<file path="src/rtl/spi_dbuf_pkg.sv">
package spi_dbuf_pkg;

  typedef enum logic [1:0] {
    ST_IDLE,
    ST_WAIT,
    ST_XFER
  } ctrlState_t;

  // strobes from control to datapath, all single-cycle
  typedef struct packed {
    logic loadBus;   // shift stage <- wrData
    logic loadHold;  // shift stage <- holding stage
    logic holdWr;    // holding stage <- wrData
    logic shiftTx;   // advance transmit shift stage
    logic sampleRx;  // shift miso into receive stage
    logic copyRx;    // receive holding <- receive shift
  } dpStrobe_t;

endpackage

</file>
<file path="src/rtl/spi_dbuf_dp.sv">
module spi_dbuf_dp
  import spi_dbuf_pkg::*;
#(
  parameter int WORD_W = 8
) (
  input  logic              clk,
  input  logic              rstN,
  input  dpStrobe_t         stb,
  input  logic [WORD_W-1:0] wrData,
  input  logic              miso,
  output logic              mosi,
  output logic [WORD_W-1:0] rdData
);

  logic [WORD_W-1:0] txShift, txHold, rxShift, rxHold;

  always_ff @(posedge clk or negedge rstN) begin
    if (!rstN) begin
      txShift <= '0;
      txHold  <= '0;
    end else begin
      if (stb.holdWr) txHold <= wrData;
      if (stb.loadBus)       txShift <= wrData;
      else if (stb.loadHold) txShift <= txHold;
      else if (stb.shiftTx)  txShift <= {txShift[WORD_W-2:0], 1'b0};
    end
  end

  always_ff @(posedge clk or negedge rstN) begin
    if (!rstN) begin
      rxShift <= '0;
      rxHold  <= '0;
    end else begin
      if (stb.sampleRx) rxShift <= {rxShift[WORD_W-2:0], miso};
      if (stb.copyRx)   rxHold  <= rxShift;
    end
  end

  assign mosi   = txShift[WORD_W-1];
  assign rdData = rxHold;

endmodule

</file>
<file path="src/rtl/spi_dbuf_ctrl.sv">
module spi_dbuf_ctrl
  import spi_dbuf_pkg::*;
#(
  parameter int CLK_DIV = 4,
  parameter int WORD_W  = 8,
  parameter int GAP_W   = 4
) (
  input  logic             clk,
  input  logic             rstN,
  input  logic             wrEn,
  input  logic             rdEn,
  input  logic [GAP_W-1:0] gapCfg,
  output dpStrobe_t        stb,
  output logic             txEmpty,
  output logic             txFull,
  output logic             rxEmpty,
  output logic             sclk,
  output logic             csN
);

  localparam int HALF  = CLK_DIV / 2;
  localparam int DIV_W = (HALF > 1) ? $clog2(HALF) : 1;
  localparam int PH_W  = $clog2(2 * WORD_W);
  localparam logic [DIV_W-1:0] DIV_LAST = DIV_W'(HALF - 1);
  localparam logic [PH_W-1:0]  PH_LAST  = PH_W'(2 * WORD_W - 1);

  ctrlState_t       state;
  logic [DIV_W-1:0] divCnt;
  logic [PH_W-1:0]  phase;
  logic [GAP_W-1:0] gapLeft;
  logic             rxPending;

  logic halfTick, inXfer, wordDone, rdAccept, nextQueued;

  always_comb begin
    halfTick   = (divCnt == DIV_LAST);
    inXfer     = (state == ST_XFER);
    wordDone   = inXfer && halfTick && (phase == PH_LAST);
    rdAccept   = rdEn && !rxEmpty;
    nextQueued = txFull || wrEn;

    stb.loadBus  = wrEn && (txEmpty || (wordDone && !txFull));
    stb.holdWr   = wrEn && !txEmpty && !txFull && !wordDone;
    stb.loadHold = wordDone && txFull;
    stb.sampleRx = inXfer && halfTick && !phase[0];
    stb.shiftTx  = inXfer && halfTick && phase[0] && !wordDone;
    stb.copyRx   = rxEmpty && (wordDone || rxPending);
  end

  // sequencing of words, gap and serial clock
  always_ff @(posedge clk or negedge rstN) begin
    if (!rstN) begin
      state   <= ST_IDLE;
      divCnt  <= '0;
      phase   <= '0;
      gapLeft <= '0;
      sclk    <= 1'b0;
      txEmpty <= 1'b1;
    end else begin
      case (state)
        ST_IDLE: begin
          if (wrEn) begin
            state   <= ST_WAIT;
            gapLeft <= '0;
            divCnt  <= '0;
            txEmpty <= 1'b0;
          end
        end
        ST_WAIT: begin
          if (gapLeft == '0) begin
            if (!rxPending) begin
              state  <= ST_XFER;
              divCnt <= '0;
              phase  <= '0;
            end
          end else if (halfTick) begin
            divCnt  <= '0;
            gapLeft <= gapLeft - 1'b1;
          end else begin
            divCnt <= divCnt + 1'b1;
          end
        end
        ST_XFER: begin
          if (halfTick) begin
            divCnt <= '0;
            phase  <= phase + 1'b1;
            sclk   <= !phase[0];
            if (wordDone) begin
              sclk <= 1'b0;
              if (nextQueued) begin
                state   <= ST_WAIT;
                gapLeft <= gapCfg;
              end else begin
                state   <= ST_IDLE;
                txEmpty <= 1'b1;
              end
            end
          end else begin
            divCnt <= divCnt + 1'b1;
          end
        end
        default: state <= ST_IDLE;
      endcase
    end
  end

  // buffer flags
  always_ff @(posedge clk or negedge rstN) begin
    if (!rstN) begin
      txFull    <= 1'b0;
      rxEmpty   <= 1'b1;
      rxPending <= 1'b0;
    end else begin
      if (stb.holdWr)        txFull <= 1'b1;
      else if (stb.loadHold) txFull <= 1'b0;

      if (rdAccept)        rxEmpty <= 1'b1;
      else if (stb.copyRx) rxEmpty <= 1'b0;

      if (wordDone && !rxEmpty)         rxPending <= 1'b1;
      else if (rxPending && rxEmpty)    rxPending <= 1'b0;
    end
  end

  assign csN = (state == ST_IDLE);

endmodule

</file>
<file path="src/rtl/spi_dbuf_master.sv">
module spi_dbuf_master
  import spi_dbuf_pkg::*;
#(
  parameter int CLK_DIV = 4,
  parameter int WORD_W  = 8,
  parameter int GAP_W   = 4
) (
  input  logic              clk,
  input  logic              rstN,
  input  logic              wrEn,
  input  logic [WORD_W-1:0] wrData,
  input  logic              rdEn,
  output logic [WORD_W-1:0] rdData,
  input  logic [GAP_W-1:0]  gapCfg,
  output logic              txEmpty,
  output logic              txFull,
  output logic              rxEmpty,
  output logic              sclk,
  output logic              mosi,
  input  logic              miso,
  output logic              csN
);

  dpStrobe_t stb;

  spi_dbuf_ctrl #(
    .CLK_DIV(CLK_DIV),
    .WORD_W (WORD_W),
    .GAP_W  (GAP_W)
  ) ctrl (
    .clk    (clk),
    .rstN   (rstN),
    .wrEn   (wrEn),
    .rdEn   (rdEn),
    .gapCfg (gapCfg),
    .stb    (stb),
    .txEmpty(txEmpty),
    .txFull (txFull),
    .rxEmpty(rxEmpty),
    .sclk   (sclk),
    .csN    (csN)
  );

  spi_dbuf_dp #(
    .WORD_W(WORD_W)
  ) dp (
    .clk   (clk),
    .rstN  (rstN),
    .stb   (stb),
    .wrData(wrData),
    .miso  (miso),
    .mosi  (mosi),
    .rdData(rdData)
  );

endmodule

</file>
<file path="config.mk">
export PLATFORM = sky130hd
export DESIGN_NAME = spi_dbuf_master
export DESIGN_NICKNAME = d
export VERILOG_FILES = /design/src/rtl/spi_dbuf_pkg.sv /design/src/rtl/spi_dbuf_dp.sv /design/src/rtl/spi_dbuf_ctrl.sv /design/src/rtl/spi_dbuf_master.sv
export SDC_FILE = /design/constraint.sdc
export NUM_CORES = 1
export LEC_CHECK = 0
export ABC_AREA = 1
export ABC_CLOCK_PERIOD_IN_PS = 1530
export BUFFER_PORTS_ARGS = -buffer_cell sky130_fd_sc_hd__clkbuf_2
export CAP_MARGIN = 0
export CORE_MARGIN = 5
export CORE_UTILIZATION = 36
export CTS_BUF_LIST = sky130_fd_sc_hd__clkbuf_8
export DETAILED_ROUTE_END_ITERATION = 8
export GPL_TIMING_DRIVEN = 1
export SLEW_MARGIN = 0
export SYNTH_ARGS = -nofsm -noshare
export SYNTH_HDL_FRONTEND = slang
export SYNTH_SLANG_ARGS = --single-unit
</file>
<file path="constraint.sdc">
create_clock -name clk -period 1.53 [get_ports clk]
set_input_delay 0 -clock clk [delete_from_list [all_inputs] [get_ports clk]]
set_output_delay 0 -clock clk [all_outputs]
set_load 0.05 [all_outputs]
</file>
Word level (Yosys, flattened, before mapping) --
Cells that the tools add are included.
Storage, ports and cells: output and inout bits 14, bits in latches 0, memory bits (read-only) 0, bits in writable memories 0, memories 0, register bits after elaboration 48
Operators by class: $add $sub $neg 3, eq/ne operators 13, shifts and indexed selects 0, mux-type cells 37, multiply operators 0, bitwise logic cells 0, divide/modulo/power cells 0, $lt $le $gt $ge 0, reductions and logical operators 38
Operators by type and width (count):
- $mux W4 | 9
- $mux W8 | 3
- $logic_and A1 B1 Y1 | 15
- $mux W1 | 15
- $ne A2 B2 Y1 const B | 6
- $pmux W4 S3 | 1
- $mux W2 | 5
- $reduce_and A5 Y1 | 2
- $reduce_bool A2 Y1 | 5
- $pmux W4 S2 | 1
- $reduce_and A7 Y1 | 1
- $ne A2 B1 Y1 const B | 3
- $pmux W2 S3 | 1
- $reduce_bool A3 Y1 | 2
- $logic_not A1 Y1 | 5
- $add A4 B1 Y4 const B | 1
- $eq A4 B4 Y1 const B | 1
- $logic_not A4 Y1 | 1
- $reduce_and A4 Y1 | 1
- $sub A4 B1 Y4 const B | 1
- $logic_or A1 B1 Y1 | 3
- $ne A3 B3 Y1 const B | 1
- $pmux W1 S3 | 1
- $reduce_and A3 Y1 | 1
- 6 further kinds | 6

Depth between registers and ports, before layout --
Gate-level depths: netlist (run 1).
word-level depth 8, gate-level depth with buffers 12, depth with buffers taken out 11

Cells and area by module --
A second synthesis (run 1) with hierarchy kept.
Second synthesis, totals: cells, all modules 295, area total of the unflattened synthesis 2444.8 um^2
Modules (own cells, without submodules):
- spi_dbuf_dp | times used 1, area each 1366.3 um^2, cells each 158
- spi_dbuf_ctrl | times used 1, area each 1078.5 um^2, cells each 137

Worst setup path before layout (run 1) --
OpenSTA, ideal clock, no wires.
path type reg-to-reg, start point register ctrl.txFull, end point register ctrl.gapLeft[2], setup time 0.121 ns, cell stages (with the launch flop) 9, arrival time 1.476 ns, path buffers 1, setup slack -0.067 ns, path through dfrtp_1 buf_2 nor2_1 a22oi_1 nand2_1 nor2_2 inv_2 nand2_1 o21ai_1
On the way: word-level cells in the longest chain between the ends 3
RTL lines:
- start, declared | line spi_dbuf_ctrl.sv:15 | output logic txFull,
- start signal, assigned | line spi_dbuf_ctrl.sv:110 | txFull <= 1'b0;
- start signal, assigned | line spi_dbuf_ctrl.sv:114 | if (stb.holdWr) txFull <= 1'b1;
- start signal, assigned | line spi_dbuf_ctrl.sv:115 | else if (stb.loadHold) txFull <= 1'b0;
- $logic_or A1 B1 Y1 | line spi_dbuf_ctrl.sv:40 | nextQueued = txFull || wrEn;
- $ne A2 B2 Y1 (no line)
- $reduce_and A7 Y1 (no line)
- end signal, assigned | line spi_dbuf_ctrl.sv:78 | gapLeft <= gapLeft - 1'b1;
- end signal, assigned | line spi_dbuf_ctrl.sv:92 | gapLeft <= gapCfg;
- end, declared | line spi_dbuf_ctrl.sv:30 | logic [GAP_W-1:0] gapLeft;
No other way between the ends. A chain may end at the register's enable or synchronous reset.

Final worst setup path (run 1) --
start point register ctrl.phase[0], end point register dp.txShift[4]
On the way: word-level cells in the longest chain between the ends 6, elaborated cells between the ends (all ways) 12, classes of those cells eq/ne (1); mux (2); reduce/logical (9)
RTL lines:
- start, declared | line spi_dbuf_ctrl.sv:29 | logic [PH_W-1:0] phase;
- start signal, assigned | line spi_dbuf_ctrl.sv:86 | phase <= phase + 1'b1;
- $eq A4 B4 Y1 | line spi_dbuf_ctrl.sv:38 | wordDone = inXfer && halfTick && (phase == PH_LAST);
- $logic_and A1 B1 Y1 | line spi_dbuf_ctrl.sv:38
- $logic_and A1 B1 Y1 | line spi_dbuf_ctrl.sv:42 | stb.loadBus = wrEn && (txEmpty || (wordDone && !txFull));
- $logic_or A1 B1 Y1 | line spi_dbuf_ctrl.sv:42
- $logic_and A1 B1 Y1 | line spi_dbuf_ctrl.sv:42
- $reduce_bool A3 Y1 (no line) / $mux W8 (equally long branches)
- end signal, assigned | line spi_dbuf_dp.sv:23 | if (stb.loadBus) txShift <= wrData;
- end signal, assigned | line spi_dbuf_dp.sv:24 | else if (stb.loadHold) txShift <= txHold;
- end signal, assigned | line spi_dbuf_dp.sv:25 | else if (stb.shiftTx) txShift <= {txShift[WORD_W-2:0], 1'b0};
- end, declared | line spi_dbuf_dp.sv:15 | logic [WORD_W-1:0] txShift, txHold, rxShift, rxHold;
Parallel ways exist; a longest one is shown, timed or not.

==> results of run 1 <==
worst min-delay path: stages:
cell      delay, ns
clkbuf_2       0.08
nand2_1        0.05
nand2_1        0.06
nand2_1        0.05
o21ai_1        0.06
area by class of cell:
cell class,instances,area (sq um)
inverters,38,148
clock buffers,6,82.6
multi-input cells,214,1150
repair buffers,71,533
fillers,652,3480
clock inverters,2,15.0
flip-flops and latches,48,1200
well taps,80,100
per-layer routing:
layer / GRT usage, % / vias up / share of wire [%]
li1: - / 1128 / -
met1: 19.6 / 1018 / 47
met2: 23.0 / 47 / 48
met3: 2.44 / 11 / 3.3
met4: 5.32 / 0 / 1.5
met5: 0 / - / 0
flip-flops by register name, summed over array words and instances, names as in the netlist:
name            flops
dp.rxShift          8
ctrl.state          2
ctrl.divCnt         1
ctrl.sclk           1
dp.txHold           8
ctrl.rxPending      1
ctrl.txFull         1
ctrl.gapLeft        4
dp.txShift          8
dp.rdData           8
ctrl.txEmpty        1
ctrl.rxEmpty        1
ctrl.phase          4
kinds of logic after synthesis:
group | after synthesis
AND/OR/NAND/NOR | 157
AO/OA/AOI/OAI | 49
flip-flops | 48
buffers and inverters | 45
adder cells (fa/ha/maj) | 7
XOR/XNOR | 1
power groups by stage:
stage	combinational, W	clock (W)	sequential [W]
after floorplan	0.000973	0	0.00168
after global placement	0.00154	0	0.00163
after detailed placement	0.00155	0	0.00163
after CTS	0.00163	0.000831	0.00161
after global routing	0.00194	0.000879	0.00166
final	0.00172	0.000807	0.00163
what timing repair did:
item,CTS,global route
endpoints found under the setup margin,12,27
resized for setup,9,15
pin swaps,1,8
hold buffers,11,0
setup buffers,1,0
endpoints found under the hold margin,28,0
worst paths after layout:
path,end
min reg2reg,dp.rdData[7]$_DFFE_PN0P_
min in group asynchronous,dp.rdData[7]$_DFFE_PN0P_
max in group asynchronous,dp.txShift[5]$_DFFE_PN0P_
min,ctrl.gapLeft[2]$_DFFE_PN0P_
max reg2reg,dp.txShift[4]$_DFFE_PN0P_
max,dp.txShift[4]$_DFFE_PN0P_
layout by cell type (no fill, tap or decap), drive strengths merged, types with 2 or more instances in the layout:
master       count
o21ai           40
dlygate4sd3     11
a21oi            6
nand4            2
dfstp            2
clkinvlp         2
clkbuf          36
inv             38
ha               7
nor2             9
dfrtp           46
nand2          105
buf             30
nand3           39
per-stage QoR:
| stage | power (W) | instance area [sq um] | setup slack (ns) |
|---|---|---|---|
| after floorplan | 0.00265 | 2460 | -0.0296 |
| after global placement | 0.00317 | 2930 | -0.0856 |
| after detailed placement | 0.00318 | 2930 | -0.0468 |
| after CTS | 0.00408 | 3180 | 0.000145 |
| after global routing | 0.00447 | 3240 | -0.0982 |
| final | 0.00415 | 3240 | 0.0323 |
synthesized netlist by cell type, types with 2 or more instances:
library cell,count,area (sq um)
a21oi_1,6,30.0
nand2_2,4,25.0
nand3_2,2,20.0
nor2_4,2,22.5
o21ai_2,2,17.5
nand3_1,37,185
inv_1,34,128
dfrtp_1,46,1150
nand2_4,2,22.5
o21ai_0,35,175
dfstp_2,2,52.6
nor2_1,6,22.5
buf_2,3,15.0
o21ai_1,3,15.0
inv_2,3,11.3
ha_1,7,87.6
nand2_1,99,372
==> impl_metrics.json, run 1 <==
{
  "cp.required_ns": 1.72,
  "die_area_sq_um": 8570,
  "critPathMaxStageDelay_ns": 0.40,
  "hp-class": "in -> reg",
  "worstSetupStartpointType": "flop",
  "r2r_slack_ns": 0.03,
  "avgRoutedWirePerCell_um": 12.6,
  "vias": 2204,
  "layout-drive-gt1-share_pct": 26.4,
  "ys_types": 31,
  "synth_seq_area_share_pct": 49.1,
  "fp.dieH_um": 92.6,
  "hold_ws_ns": 0.0259,
  "worst_r2r_path_depth": 10,
  "core_area_sq_um": 6720,
  "die-width_um": 92.6,
  "syn_area_sq_um": 2450,
  "min-delay-start": "gapCfg[2]",
  "worst_slew_pin_slew_ns": 0.591,
  "io_pins": 31,
  "fin_crit_sh_pct": 97.9,
  "grt_remaining_overflow": 0,
  "wl_um": 5800,
  "path_depth": 10,
  "path_cells": "ha_4, nand2_4, nor2_4, nand3_2, nand2_4, nand2_8, nand2_1, nand2_1, nand2_1, nand2_1",
  "grt_pass1_vias": 2147,
  "rsz0062_at_grt": "yes",
  "dp.cells": 439,
  "slew_headroom_pct": 60.6,
  "ys_warn_count": 0,
  "hold_path_depth": 5,
  "synth_edf_count": 0,
  "initial_core_util_pct": 36.5,
  "viasPerCell": 4.80,
  "worstSetupPathType": "reg -> reg",
  "cpMostUsedCell": "nand2_1",
  "dr.pass1.iters": 4,
  "slowest_stage": "dfrtp_1",
  "clkTransAtPathRegs_ns": 0.09,
  "final_util_pct": 48.2,
  "synth_compound_area_share_pct": 10.6,
  "drt-initial-drc-count": 143,
  "crit_arrival_ns": 1.69,
  "num_antenna_cells": 0,
  "drv_cap": 0,
  "crit_fanout": 17,
  "drc": 0,
  "fin_crit_ns": 1.50,
  "vdd_drop_max_v": 0.000546,
  "p_sw_w": 0.00163,
  "switching_share_pct": 39.2,
  "gp_congestion": 0.849,
  "p_int_w": 0.00253,
  "synthFlopType": "dfrtp_1",
  "grt_start_max_net_pins": 23,
  "avgSynthCellArea_sq_um": 7.99,
  "grt_pass1_wl_um": 10100,
  "syn2layout_area_growth_pct": 31.9,
  "synthSimpleGateAreaFrac_pct": 28.8,
  "power.share.sequential_pct": 39.2,
  "rows": 30,
  "cts_root_buffer": "clkbuf_8",
  "muxShareOfSynthArea_pct": 0,
  "htreeDepth": 2,
  "syn_nets": 331,
  "setup-violations-final": 0,
  "clock_sinks": 48,
  "finalNetCount": 402,
  "critPathTopFamily": "simple AND/OR/NAND/NOR gates",
  "antenna_found_initial": 0,
  "synth_top_family_by_area": "simple AND/OR/NAND/NOR gates",
  "cts_tree": "built",
  "clock_path_buffers": 2,
  "ys_seq_elements": 48,
  "syn-instance-count": 307,
  "drv_slew": 0,
  "async_reset_ff_share_pct": 100,
  "status": "completed",
  "yosys.area_share.xor_xnor_pct": 0.357,
  "leakage_nw": 1.65,
  "port_buffers": 30,
  "ant_nets": 0,
  "critical_path_buf_inv_count": 0,
  "power.density_nw_per_um2": 1280,
  "clkPwrFrac_pct": 19.4,
  "max_clock_freq_mhz": 668,
  "crit_start": "ctrl.phase[0]$_DFFE_PN0P_",
  "grt_usage_pct": 14.4,
  "tns_ns": 0,
  "numCtsBuffers": 5,
  "instances_no_fill": 459,
  "finalClockSkew_ns": 0.00951,
  "combPwrFrac_pct": 41.4,
  "hpwl_um": 4130,
  "r2r_start": "ctrl.phase[0]$_DFFE_PN0P_",
  "clk-insertion-delay-late_ns": 0.31,
  "hold_viol_final": 0,
  "crit_path_end_kind": "flop",
  "synthAdderAreaFrac_pct": 3.57
}
Note: power is estimated with default switching activity, not from simulation.
==> run 2, diff against run 1 <==
Settings changed: ABC_AREA 1 to 0.
==> run 2 against run 1 <==
The run now ends with setup timing left. Sequential power grew 6%. Synthesized cell count shrank 25%. Maximum frequency shrank 11%. Synthesized area grew 4.2%. Count of clock-buffer cells in the layout shrank 1. Global-route usage grew 1.2 points. Cell area grew 23%. Core utilization grew 9.7 points. Sequential cell count is the same. Setup slack lost 0.19 ns. Clock power grew 40%. Clock skew grew 0.0030 ns.
==> impl_metrics.json, run 2 <==
{
  "status": "finished, violations left",
  "failed_checks": "setup timing",
  "ys_types": 50,
  "synth_most_common_cell": "dfrtp_1",
  "ys_seq_elements": 48,
  "avgRoutedWirePerCell_um": 15.7,
  "grt_start_max_net_pins": 35,
  "hold_viol_final": 0,
  "syn_nets": 255,
  "rsz0062_at_grt": "yes",
  "hpwl_um": 4410,
  "die-width_um": 94.3,
  "met2_usage_pct": 26.1,
  "viasPerCell": 5.14,
  "tns_ns": -3.73,
  "synth_top_area_share_pct": 45.0,
  "finalClockSkew_ns": 0.0125,
  "gp_congestion": 0.842,
  "busiest_layer": "met2",
  "final_cell_mix": "buf_4, dfrtp_1, clkbuf_2",
  "numCtsBuffers": 5,
  "clk-insertion-delay-late_ns": 0.31,
  "synthFlopType": "dfrtp_1",
  "grt_util_met3_pct": 3.45,
  "syn-instance-count": 231,
  "leakage_nw": 1.80,
  "io_pins": 31,
  "layout-drive-gt1-share_pct": 53.0,
  "antenna_found_initial": 0,
  "final_common_cell": "buf_4",
  "worstSetupStartpointType": "flop",
  "grt_remaining_overflow": 0,
  "rows": 30,
  "clkTransAtPathRegs_ns": 0.10,
  "synth_seq_area_share_pct": 47.1,
  "drt-initial-drc-count": 71,
  "worst_slew_pin_slew_ns": 0.447,
  "avgSynthCellArea_sq_um": 11.1,
  "crit_fanout": 7,
  "clock_sinks": 48,
  "cts_root_buffer": "clkbuf_8",
  "hp-class": "in -> reg",
  "synth_edf_count": 0,
  "ant_nets": 0,
  "initial_core_util_pct": 37.2,
  "finalNetCount": 359,
  "grt_pass1_wl_um": 11100,
  "syn_area_sq_um": 2560,
  "drv_slew": 0,
  "setup_ws_ns": -0.155,
  "syn2layout_area_growth_pct": 55.5,
  "cp.required_ns": 1.72,
  "hold_ws_ns": 0.0479,
  "crit_arrival_ns": 1.88,
  "drc": 0,
  "ys_warn_count": 0,
  "power.density_nw_per_um2": 1410,
  "clock_path_buffers": 2,
  "vdd_drop_max_v": 0.000666,
  "htreeDepth": 2,
  "drv_cap": 0,
  "netlist_top_cells_count": "dfrtp_1, mux2_2, o21ai_0, nand2_1, inv_1",
  "port_buffers": 30,
  "core_area_sq_um": 6870,
  "slew_headroom_pct": 70.2,
  "num_antenna_cells": 0,
  "met1_usage_pct": 20.1,
  "crit_path_end_kind": "flop",
  "fp.dieH_um": 94.3,
  "synth.largest_area_cell": "dfrtp_1",
  "cts_tree": "built",
  "async_reset_ff_share_pct": 100,
  "grt_usage_pct": 15.7,
  "fin_crit_ns": 1.69,
  "synthTopCellsByArea": "dfrtp_1, mux2_2, mux2_1",
  "die_area_sq_um": 8890,
  "setup-violations-final": 35,
  "max_clock_freq_mhz": 593,
  "worstSetupPathType": "reg -> reg",
  "fin_crit_sh_pct": 110,
  "grt_pass1_vias": 2410,
  "wl_um": 6800,
  "dr.pass1.iters": 4,
  "vias": 2222
}
==> run 2: cell types whose count changed after synthesis, sizes merged, moves of 7 or more <==
cell / before / now
inv: 38 / 11
mux2: 0 / 26
nand2: 105 / 15
nand3: 39 / 9
o21ai: 40 / 17
o22ai: 0 / 7
==> run 2: final timing paths <==
| kind | startpoint | end | slack [ns] | cells past startpoint |
|---|---|---|---|---|
| hold reg to reg | ctrl.sclk$_DFFE_PN0N_ | ctrl.sclk$_DFFE_PN0N_ | 0.50 | 2 |
| setup reg to reg | ctrl.phase[1]$_DFFE_PN0P_ | dp.txShift[0]$_DFFE_PN0P_ | -0.16 | 6 |
| max in group asynchronous | rstN | dp.txShift[5]$_DFFE_PN0P_ | 0.84 | 3 |
| hold / removal | gapCfg[1] | ctrl.gapLeft[1]$_DFFE_PN0P_ | 0.05 | 5 |
| setup / recovery | ctrl.phase[1]$_DFFE_PN0P_ | dp.txShift[0]$_DFFE_PN0P_ | -0.16 | 6 |
| min in group asynchronous | rstN | ctrl.state[1]$_DFFE_PN0P_ | 0.16 | 2 |
==> run 2: cells by family after synthesis <==
group	after synthesis	share of synthesized area, %
flip-flops	48	47.1
adder cells (fa/ha/maj)	7	3.43
buffers and inverters	25	4.65
AND/OR/NAND/NOR	54	11.2
AO/OA/AOI/OAI	62	18.4
multiplexers	31	13.9
XOR/XNOR	4	1.37
==> run 2: repair_timing <==
| action | 4_1_cts | 5_1_grt |
|---|---|---|
| setup buffers | 10 | 6 |
| pin swaps | 6 | 10 |
| hold endpoints to repair | 27 | 0 |
| hold buffers | 11 | 0 |
| resized for setup | 47 | 30 |
| setup endpoints to repair | 44 | 46 |
| gates cloned | 1 | 0 |
==> run 2: metal layers <==
layer,share of wire (%),routed length [um]
met3,3.8,257
met2,50,3410
met4,1.1,73
met5,0,0
met1,45,3060
==> run 2: layout make-up <==
type / instances / area [sq um]
Clock buffer: 5 / 68.8
Clock inverter: 3 / 68.8
Fill cell: 583 / 2900
Inverter: 11 / 43.8
Multi-Input combinational cell: 158 / 1570
Sequential cell: 48 / 1200
Tap cell: 96 / 120
Timing Repair Buffer: 111 / 902
==> run 2: where the power goes <==
| group | switching, W | internal [W] | total [W] |
|---|---|---|---|
| logic | 0.00127 | 0.00150 | 0.00278 |
| registers | 0.000197 | 0.00152 | 0.00172 |
| clock network | 0.000469 | 0.000658 | 0.00113 |
| total | 0.00194 | 0.00368 | 0.00562 |
==> run 2: critical path: stages, from the launching register on <==
cell	delay (ns)
dfrtp_1	0.42
ha_4	0.19
nand3_4	0.10
buf_12	0.12
mux2i_4	0.37
nor2_4	0.06
a221o_1	0.31
==> run 2: stage by stage <==
step	power [W]	instances	utilization (%)	setup WS, ns	area (sq um)
3_3_place_gp	0.00377	399	48.3	-0.196	3320
5_1_grt	0.00596	432	57.9	-0.239	3970
6_report	0.00562	432	57.9	-0.155	3970
3_5_place_dp	0.00380	399	48.3	-0.199	3320
2_1_floorplan	0.00308	231	-	-0.147	2690
4_1_cts	0.00533	429	56.1	-0.156	3850
==> run 3, diff against run 2 <==
Settings changed: CORE_ASPECT_RATIO from default to 1.1.
==> run 3 against run 2 <==
The run still ends with setup timing left. Highest routed layer unchanged. Die area is essentially flat. Routed wire length decreased by 2.1%. Largest power group unchanged. Core utilization decreased by 2.0 points.
==> impl_metrics.json, run 3 (same netlist as run 2, synthesis figures left out) <==
{
  "rows": 32,
  "layout-drive-gt1-share_pct": 54.6,
  "port_buffers": 30,
  "crit_fanout": 7,
  "crit_path_end_kind": "flop",
  "holdPathEnd": "ctrl.gapLeft[3]$_DFFE_PN0P_",
  "combPwrFrac_pct": 49.0,
  "clkPwrFrac_pct": 20.2,
  "finalNetCount": 358,
  "wl_um": 6650,
  "numCtsBuffers": 5,
  "cts_tree": "built",
  "die_area_sq_um": 8890,
  "dp.cells": 389,
  "initial_core_util_pct": 36.7,
  "setup_ws_ns": -0.166,
  "hold_ws_ns": 0.0485,
  "failed_checks": "setup timing",
  "crit_arrival_ns": 1.89,
  "vdd_drop_max_v": 0.000799,
  "switching_share_pct": 34.7,
  "die-width_um": 90.3,
  "fin_crit_sh_pct": 111,
  "cts_root_buffer": "clkbuf_8",
  "p_sw_w": 0.00193,
  "worst_r2r_path_depth": 6,
  "core_area_sq_um": 6970,
  "grt_start_max_net_pins": 49,
  "worst_slew_pin_slew_ns": 0.388,
  "drt-initial-drc-count": 71,
  "grt_usage_pct": 14.8,
  "drv_slew": 0,
  "reg2reg_to": "dp.txShift[0]$_DFFE_PN0P_",
  "hpwl_um": 4450,
  "hp-class": "in -> reg",
  "syn2layout_area_growth_pct": 52.1,
  "fin_crit_ns": 1.70,
  "clk-insertion-delay-late_ns": 0.31,
  "viasPerCell": 5.23,
  "clkTransAtPathRegs_ns": 0.10,
  "max_clock_freq_mhz": 590,
  "worstSetupStartpointType": "flop",
  "leakage_nw": 1.75,
  "dr.pass1.iters": 4,
  "setup-violations-final": 34,
  "final_common_cell": "buf_4",
  "final_cell_mix": "buf_4, dfrtp_1, clkbuf_2",
  "worstSetupPathType": "reg -> reg",
  "drc": 0,
  "grt_pass1_wl_um": 11100,
  "drv_cap": 0,
  "r2r_slack_ns": -0.17,
  "grt_pass1_vias": 2389,
  "r2r_start": "ctrl.phase[1]$_DFFE_PN0P_",
  "avgRoutedWirePerCell_um": 15.8,
  "grt_remaining_overflow": 0,
  "cp.required_ns": 1.73,
  "rsz0062_at_grt": "yes",
  "power.share.sequential_pct": 30.7,
  "power.density_nw_per_um2": 1430,
  "ant_nets": 0,
  "clock_sinks": 48,
  "hold_viol_final": 0,
  "finalClockSkew_ns": 0.00557,
  "vias": 2195,
  "hold_path_depth": 4,
  "slew_headroom_pct": 73.6,
  "antenna_found_initial": 0,
  "filler_cell_count": 601,
  "clock_path_buffers": 2,
  "fp.dieH_um": 98.4,
  "min-delay-start": "gapCfg[3]",
  "num_antenna_cells": 0,
  "p_int_w": 0.00364,
  "instances_no_fill": 420,
  "htreeDepth": 2,
  "status": "finished, violations left",
  "io_pins": 31,
  "gp_congestion": 0.814
}
## run 3: cell count changes in the layout (fill, tap and decap cells not counted), sizes merged
| cell | delta |
|---|---|
| clkbuf | +1 |
| buf | -2 |
## run 3: power by group through the flow
stage	clock, W	combinational (W)	sequential [W]
after floorplan	0	0.00130	0.00177
after global placement	0	0.00205	0.00173
after detailed placement	0	0.00208	0.00173
after CTS	0.00116	0.00235	0.00171
after global routing	0.00120	0.00296	0.00175
final	0.00113	0.00273	0.00171
## run 3: layer usage
| metal | GRT usage, % | part of all wire (%) | up-vias |
|---|---|---|---|
| li1 | - | - | 1063 |
| met4 | 5.61 | 2.2 | 0 |
| met3 | 3.31 | 3.2 | 13 |
| met5 | 0 | 0 | - |
| met1 | 17.9 | 44 | 1078 |
| met2 | 25.8 | 50 | 41 |
## run 3: worst max-delay path, cell delays in order, from the launching register on
cell and delay (ns):
dfrtp_1 0.40, ha_2 0.21, nand3_2 0.08, buf_6 0.12
mux2i_4 0.40, nor2_4 0.06, a221o_1 0.32
## run 3: timing repair
action                                  CTS  global route
hold endpoints to repair                 62             0
resized for setup                        30            35
pin swaps                                13            16
endpoints found under the setup margin   40            37
cloned                                    0             0
setup buffers                             7             7
hold buffers                             11             0
## run 3: how the worst max path moves through the flow
stage | slack [ns] | endpoint | startpoint
finish | -0.17 | dp.txShift[0]$_DFFE_PN0P_ | ctrl.phase[1]$_DFFE_PN0P_
global route | -0.25 | dp.txShift[0]$_DFFE_PN0P_ | ctrl.phase[1]$_DFFE_PN0P_
CTS | -0.15 | dp.txHold[1]$_DFFE_PN0P_ | ctrl.state[1]$_DFFE_PN0P_
detailed placement | -0.16 | dp.txShift[6]$_DFFE_PN0P_ | ctrl.phase[1]$_DFFE_PN0P_
global placement | -0.17 | ctrl.phase[2]$_DFFE_PN0P_ | ctrl.state[1]$_DFFE_PN0P_
floorplan | -0.15 | ctrl.gapLeft[3]$_DFFE_PN0P_ | ctrl.state[1]$_DFFE_PN0P_
## run 3: per-stage QoR
stage	instance area [sq um]	util (%)	total power, W	TNS (ns)	setup WS (ns)
2_1_floorplan	2690	-	0.00308	-1.74	-0.147
3_5_place_dp	3270	47.0	0.00381	-3.94	-0.161
3_3_place_gp	3270	47.0	0.00378	-3.38	-0.175
4_1_cts	3700	53.1	0.00522	-3.36	-0.147
6_report	3890	55.8	0.00558	-3.62	-0.166
5_1_grt	3890	55.8	0.00591	-5.86	-0.255
## run 3: final cells by class
cell class                      count  area (sq um)  share of cell area [%]
Clock inverter                      3          68.8                    1.77
Tap cell                           85           106                    2.73
Multi-Input combinational cell    158          1550                    39.8
Sequential cell                    48          1210                    31.0
Clock buffer                        5          68.8                    1.77
Inverter                           11          41.3                    1.06
Timing Repair Buffer              110           848                    21.8
